**config.mk**
```make
export PLATFORM = sky130hd
export DESIGN_NAME = keypad_evt_ctrl
export DESIGN_NICKNAME = d
export VERILOG_FILES = /design/src/rtl/keypad_evt_pkg.sv /design/src/rtl/kp_strobe_sync.sv /design/src/rtl/kp_hold_timer.sv /design/src/rtl/kp_irq_ctrl.sv /design/src/rtl/keypad_evt_ctrl.sv
export SDC_FILE = /design/constraint.sdc
export NUM_CORES = 1
export LEC_CHECK = 0
export BUFFER_PORTS_ARGS = -buffer_cell sky130_fd_sc_hd__buf_2
export CAP_MARGIN = 20
export CORE_MARGIN = 5
export CORE_UTILIZATION = 53
export DETAILED_ROUTE_END_ITERATION = 10
export MAX_ROUTING_LAYER = met4
export PLACE_DENSITY_LB_ADDON = 0.08
export REMOVE_ABC_BUFFERS = 1
export SLEW_MARGIN = 20
export SYNTH_ARGS = -nofsm -noshare
export SYNTH_HDL_FRONTEND = slang
export SYNTH_SLANG_ARGS = --single-unit
```
**constraint.sdc**
```tcl
create_clock -name clk -period 3 [get_ports clk]
set_input_delay 0.45 -clock clk [delete_from_list [all_inputs] [get_ports clk]]
set_output_delay 0.45 -clock clk [all_outputs]
set_load 0.005 [all_outputs]
```
**src/rtl/keypad_evt_pkg.sv**
```systemverilog
package keypad_evt_pkg;
    typedef enum logic [1:0] {
        HT_IDLE   = 2'd0,
        HT_DELAY  = 2'd1,
        HT_REPEAT = 2'd2
    } hold_st_e;

    localparam logic [1:0] A_KEY    = 2'd0;
    localparam logic [1:0] A_DELAY  = 2'd1;
    localparam logic [1:0] A_PERIOD = 2'd2;
    localparam logic [1:0] A_ACK    = 2'd3;
endpackage

```
**src/rtl/kp_strobe_sync.sv**
```systemverilog
module kp_strobe_sync #(
    parameter int STAGES = 2
) (
    input  logic clk,
    input  logic rst_n,
    input  logic async_in,
    output logic lvl,
    output logic rise
);
    logic [STAGES-1:0] chain;
    logic              lvl_d;

    generate
        for (genvar i = 0; i < STAGES; i++) begin : g_stage
            always_ff @(posedge clk) begin
                if (!rst_n)
                    chain[i] <= 1'b0;
                else if (i == 0)
                    chain[i] <= async_in;
                else
                    chain[i] <= chain[(i > 0) ? i-1 : 0];
            end
        end
    endgenerate

    always_ff @(posedge clk) begin
        if (!rst_n) lvl_d <= 1'b0;
        else        lvl_d <= chain[STAGES-1];
    end

    assign lvl  = chain[STAGES-1];
    assign rise = chain[STAGES-1] & ~lvl_d;
endmodule

```
**src/rtl/kp_hold_timer.sv**
```systemverilog
module kp_hold_timer
    import keypad_evt_pkg::*;
#(
    parameter int CNT_W = 24
) (
    input  logic             clk,
    input  logic             rst_n,
    input  logic             held,
    input  logic             press,
    input  logic [CNT_W-1:0] delay_lim,
    input  logic [CNT_W-1:0] period_lim,
    output logic             rep_evt,
    output hold_st_e         st
);
    hold_st_e         st_nxt;
    logic [CNT_W-1:0] cnt, cnt_nxt;
    logic [CNT_W:0]   cnt_inc;

    assign cnt_inc = {1'b0, cnt} + 1'b1;

    always_ff @(posedge clk) begin
        if (!rst_n) begin
            st  <= HT_IDLE;
            cnt <= '0;
        end else begin
            st  <= st_nxt;
            cnt <= cnt_nxt;
        end
    end

    always_comb begin
        st_nxt  = st;
        cnt_nxt = cnt;
        rep_evt = 1'b0;
        unique case (st)
            HT_IDLE: begin
                cnt_nxt = '0;
                if (press) st_nxt = HT_DELAY;
            end
            HT_DELAY: begin
                if (!held) begin
                    st_nxt  = HT_IDLE;
                    cnt_nxt = '0;
                end else if (cnt_inc >= {1'b0, delay_lim}) begin
                    rep_evt = 1'b1;
                    st_nxt  = HT_REPEAT;
                    cnt_nxt = '0;
                end else begin
                    cnt_nxt = cnt_inc[CNT_W-1:0];
                end
            end
            HT_REPEAT: begin
                if (!held) begin
                    st_nxt  = HT_IDLE;
                    cnt_nxt = '0;
                end else if (cnt_inc >= {1'b0, period_lim}) begin
                    rep_evt = 1'b1;
                    cnt_nxt = '0;
                end else begin
                    cnt_nxt = cnt_inc[CNT_W-1:0];
                end
            end
            default: begin
                st_nxt  = HT_IDLE;
                cnt_nxt = '0;
            end
        endcase
    end
endmodule

```
**src/rtl/kp_irq_ctrl.sv**
```systemverilog
module kp_irq_ctrl (
    input  logic clk,
    input  logic rst_n,
    input  logic evt,
    input  logic clr,
    input  logic key_rd,
    output logic irq,
    output logic ovr
);
    always_ff @(posedge clk) begin
        if (!rst_n) begin
            irq <= 1'b0;
            ovr <= 1'b0;
        end else begin
            if (evt)      irq <= 1'b1;
            else if (clr) irq <= 1'b0;

            if (evt && irq && !clr) ovr <= 1'b1;
            else if (key_rd)        ovr <= 1'b0;
        end
    end
endmodule

```
**src/rtl/keypad_evt_ctrl.sv**
```systemverilog
module keypad_evt_ctrl
    import keypad_evt_pkg::*;
#(
    parameter int               CNT_W      = 24,
    parameter int               SYNC_STG   = 2,
    parameter logic [CNT_W-1:0] DEF_DELAY  = 24'd8192,
    parameter logic [CNT_W-1:0] DEF_PERIOD = 24'd1638
) (
    input  logic             clk,
    input  logic             rst_n,
    input  logic [5:0]       key_code,
    input  logic             key_down,
    input  logic [1:0]       host_addr,
    input  logic             host_wr,
    input  logic [CNT_W-1:0] host_wdata,
    input  logic             host_rd,
    output logic [CNT_W-1:0] rd_data,
    output logic             rd_oe,
    output logic             irq
);
    localparam int KW = 7;

    logic             held, press, rep_evt, evt, clr, key_rd, ovr;
    logic             bank_q;
    logic [CNT_W-1:0] delay_q, period_q;
    hold_st_e         ht_st;

    kp_strobe_sync #(.STAGES(SYNC_STG)) u_sync (
        .clk(clk), .rst_n(rst_n), .async_in(key_down),
        .lvl(held), .rise(press)
    );

    kp_hold_timer #(.CNT_W(CNT_W)) u_timer (
        .clk(clk), .rst_n(rst_n), .held(held), .press(press),
        .delay_lim(delay_q), .period_lim(period_q),
        .rep_evt(rep_evt), .st(ht_st)
    );

    assign evt    = press | rep_evt;
    assign key_rd = host_rd && (host_addr == A_KEY);
    assign clr    = key_rd || (host_wr && (host_addr == A_ACK));

    kp_irq_ctrl u_irq (
        .clk(clk), .rst_n(rst_n), .evt(evt), .clr(clr),
        .key_rd(key_rd), .irq(irq), .ovr(ovr)
    );

    always_ff @(posedge clk) begin
        if (!rst_n) begin
            bank_q   <= 1'b0;
            delay_q  <= DEF_DELAY;
            period_q <= DEF_PERIOD;
        end else begin
            if (press) bank_q <= key_code[5];
            if (host_wr && host_addr == A_DELAY)  delay_q  <= host_wdata;
            if (host_wr && host_addr == A_PERIOD) period_q <= host_wdata;
        end
    end

    always_comb begin
        rd_data = '0;
        if (host_rd) begin
            unique case (host_addr)
                A_KEY:    rd_data[KW-1:0] = {ovr, bank_q, key_code[4:0]};
                A_DELAY:  rd_data = delay_q;
                A_PERIOD: rd_data = period_q;
                default:  rd_data = '0;
            endcase
        end
    end

    assign rd_oe = host_rd;
endmodule

```
==> flow_metrics.py <==
metrics = {
    "run_status": {
        "outcome": "finished with violations",
        "failed_checks": "negative setup slack",
    },
    "timing": {
        "worst-slew-pin-transition_ns": 0.834,
        "maxSlewHeadroom_pct": 44.3,
        "setup_repair_after_global_routing_missed_its_margin": "yes",
        "fin_skew_ns": 0.0129,
        "final_critical_path_setup_slack_ns": -0.239,
        "timing_hold_violations_final": 0,
        "fin_crit_ns": 3.24,
        "setup_viol": 28,
        "fmaxAchievable_ghz": 0.309,
        "count_of_pins_over_their_slew_limit": 0,
        "period_share_pct": 108,
    },
    "critical_path": {
        "crit_path_end_kind": "flip-flop",
        "worst_reg2reg_endpoint": "u_timer.cnt[18]",
        "crit_path_max_fanout": 6,
        "arrival_ns": 3.54,
        "r2r_cells": 15,
        "reg2reg_from": "u_timer.cnt[6]",
        "cp.required_ns": 3.30,
        "timing.critical_path.from_type": "flip-flop",
        "type_of_the_setup_path_with_the_least_slack": "flip-flop to flip-flop",
        "timing.reg2reg.setup_slack_ns": -0.24,
    },
    "cts": {
        "cts.htree.levels": 3,
        "tritoncts_clock_tree": "built",
        "clk-insertion-delay-late_ns": 0.37,
        "ctsLongestPathBuffers": 2,
        "cts_made_buffers": 9,
        "clk_pin_slew_worst_paths_ns": 0.09,
        "clockRootBuffer": "clkbuf_8",
        "cts_sinks": 80,
    },
    "detailed_routing": {
        "drc_errors": 0,
        "drt-pass1-iter-count": 5,
        "postRouteAntennaNets": 0,
        "post_drt_via_cell_ratio": 5.61,
        "routed-via-count": 4607,
        "wirelength_mm": 14.5,
        "drt_iter0_drc": 272,
        "drt-wirelength-per-cell_um": 17.7,
    },
    "worst_hold_path": {
        "hold_depth": 2,
        "worstHoldPathType": "input pin to flip-flop",
        "holdCritStartpoint": "key_down",
        "whs_endpoint": "u_sync.chain[0]",
    },
    "global_routing": {
        "grt_util_met2_pct": 42.9,
        "globalRoute.totalOverflow": 0,
        "grt_pass1_wl_mm": 22.3,
        "antenna_found_initial": 0,
        "busiest_layer": "met2",
        "global_route.usage.met1_pct": 30.9,
        "grt_met3_use_pct": 4.41,
        "grt_max_degree": 46,
        "first_global_vias": 4593,
        "global_route.usage.total_pct": 25.6,
    },
    "final_layout": {
        "most-common-layout-cells": "nand2_1 (109), dfxtp_1 (71), buf_2 (62), buf_4 (58), inv_1 (57)",
        "postLayoutCoreUtil_pct": 72.2,
        "layout_commonest_cell": "nand2_1",
        "layout.nets": 804,
        "number_of_antenna_repair_diodes": 0,
        "flow.area_growth_from_synthesis_pct": 33.3,
        "drive_gt1_share_pct": 30.7,
    },
    "place": {
        "finalWeightedCongestion": 0.897,
        "detailedPlace.worstSlack_ns": -0.342,
        "buffer_ports.inserted": 62,
        "hpwl_mm": 9.36,
    },
    "floorplanning": {
        "io-pin-count": 63,
        "die_w_um": 104,
        "fp.dieH_um": 104,
        "core_region_area_um2": 8680,
        "die_outline_area_um2": 10800,
        "core.rowCount": 34,
        "initial_core_utilization_pct": 54.1,
    },
    "logic_synthesis": {
        "synth-seq-area-share_pct": 34.1,
        "synth.lib_cells_used.distinct": 45,
        "yosys_register_bits": 80,
        "synthesis.yosys.warnings": 0,
        "syn_avg_cell_area_um2": 7.88,
        "synth-edff-count": 0,
        "syn_inst": 596,
        "synth.cell_area_um2": 4700,
        "synth_top_flop_cell": "dfxtp_1",
        "async_flop_share_pct": 0,
    },
    "power_and_ir_drop": {
        "power_density_over_the_cells_nw_per_um2": 351,
        "peakVddDrop_uv": 252,
        "totalPowerFinal_w": 0.00220,
        "power.leakage_nw": 2.73,
    },
    "run": {
        "maxCapViolCount": 0,
    },
}
[layout make-up]
class,instances,area [µm²]
clock buffers,11,151
clock inverters,3,42.5
fillers,681,2410
inverters,59,224
multi-input cells,432,3230
flip-flops and latches,80,1620
well taps,108,135
repair buffers,128,865
[logic make-up (layout without fill, tap and decap cells)]
kind of cell	after synthesis	count (layout)	synth area share [%]
AOI/OAI and AO/OA	122	122	16.5
xor gates and xnor gates	22	22	4.10
adders and majority gates	57	57	15.2
buffers and inverters	84	201	6.95
DFF	80	80	34.1
muxes	1	1	0.213
and+or+nand+nor	230	230	22.9
[per-layer routing]
| layer | wire length (µm) | up-vias |
|---|---|---|
| met5 | 0 | - |
| met4 | 379 | 0 |
| met3 | 770 | 39 |
| met2 | 7300 | 147 |
| met1 | 6070 | 2172 |
| li1 | - | 2249 |
[where the power goes]
| group | switching (W) | total (W) | internal (W) |
|---|---|---|---|
| clock network | 0.000419 | 0.000839 | 0.000420 |
| logic | 0.000154 | 0.000256 | 0.000102 |
| registers | 0.0000193 | 0.00111 | 0.00109 |
[synthesized netlist by cell type, types with 9 or more instances]
cell type	instances	area (µm²)
nand3_1	13	65.1
nand2_1	112	420
nor2_1	42	158
inv_1	58	218
a21oi_1	62	310
dfxtp_1	80	1600
ha_1	57	713
xnor2_1	13	114
nand4_1	13	81.3
clkbuf_1	22	82.6
a22oi_1	18	135
xor2_1	9	78.8
nor2b_1	23	144
[critical path: stages (launching register included)]
cell	delay, ns
dfxtp_2	0.37
nand4_4	0.11
buf_6	0.13
nor4_4	0.30
buf_4	0.21
nand3_4	0.09
xnor2_4	0.24
ha_1	0.29
a21o_1	0.19
a211oi_1	0.31
nand3_1	0.13
nor3_2	0.19
o211ai_2	0.16
buf_6	0.16
buf_12	0.14
nor2b_1	0.13
[sequential cells by signal, summed over array words and instances, names as in the netlist]
register	cells
delay_q	24
bank_q	1
u_timer.st	2
u_irq.irq	1
u_sync.lvl	1
period_q	24
u_sync.lvl_d	1
u_timer.cnt	24
u_sync.chain	1
u_irq.ovr	1
[what timing repair did]
action                                  in CTS  in global routing
hold buffers                                 0                  0
pin swaps                                    3                 27
gates resized for setup                     32                 70
cloned                                       2                  1
endpoints found under the setup margin      28                 28
buffers inserted                             6                 12
[metrics by stage]
stage | hold WS (ns) | std cells | setup TNS, ns | area (µm²)
after global placement | 0.417 | 789 | -4.73 | 5410
after floorplan | 0.412 | 571 | -3.80 | 4590
final | 0.281 | 821 | -4.39 | 6260
after detailed placement | 0.447 | 789 | -7.19 | 5410
after global routing | 0.274 | 821 | -8.68 | 6260
after CTS | 0.277 | 811 | -1.67 | 5850
[how the worst max path moves through the flow]
stage                     slack, ns  cells after the start            from               to
after global routing          -0.41                     18  u_timer.cnt[5]  u_timer.cnt[18]
after global placement        -0.25                     14  u_timer.cnt[0]    u_timer.st[0]
final                         -0.24                     15  u_timer.cnt[6]  u_timer.cnt[18]
after CTS                     -0.08                     17  u_timer.cnt[6]  u_timer.cnt[23]
after floorplan               -0.16                     14  u_timer.cnt[0]  u_timer.cnt[10]
after detailed placement      -0.34                     14  u_timer.cnt[1]    u_timer.st[0]
(Power assumes the default switching activity.)
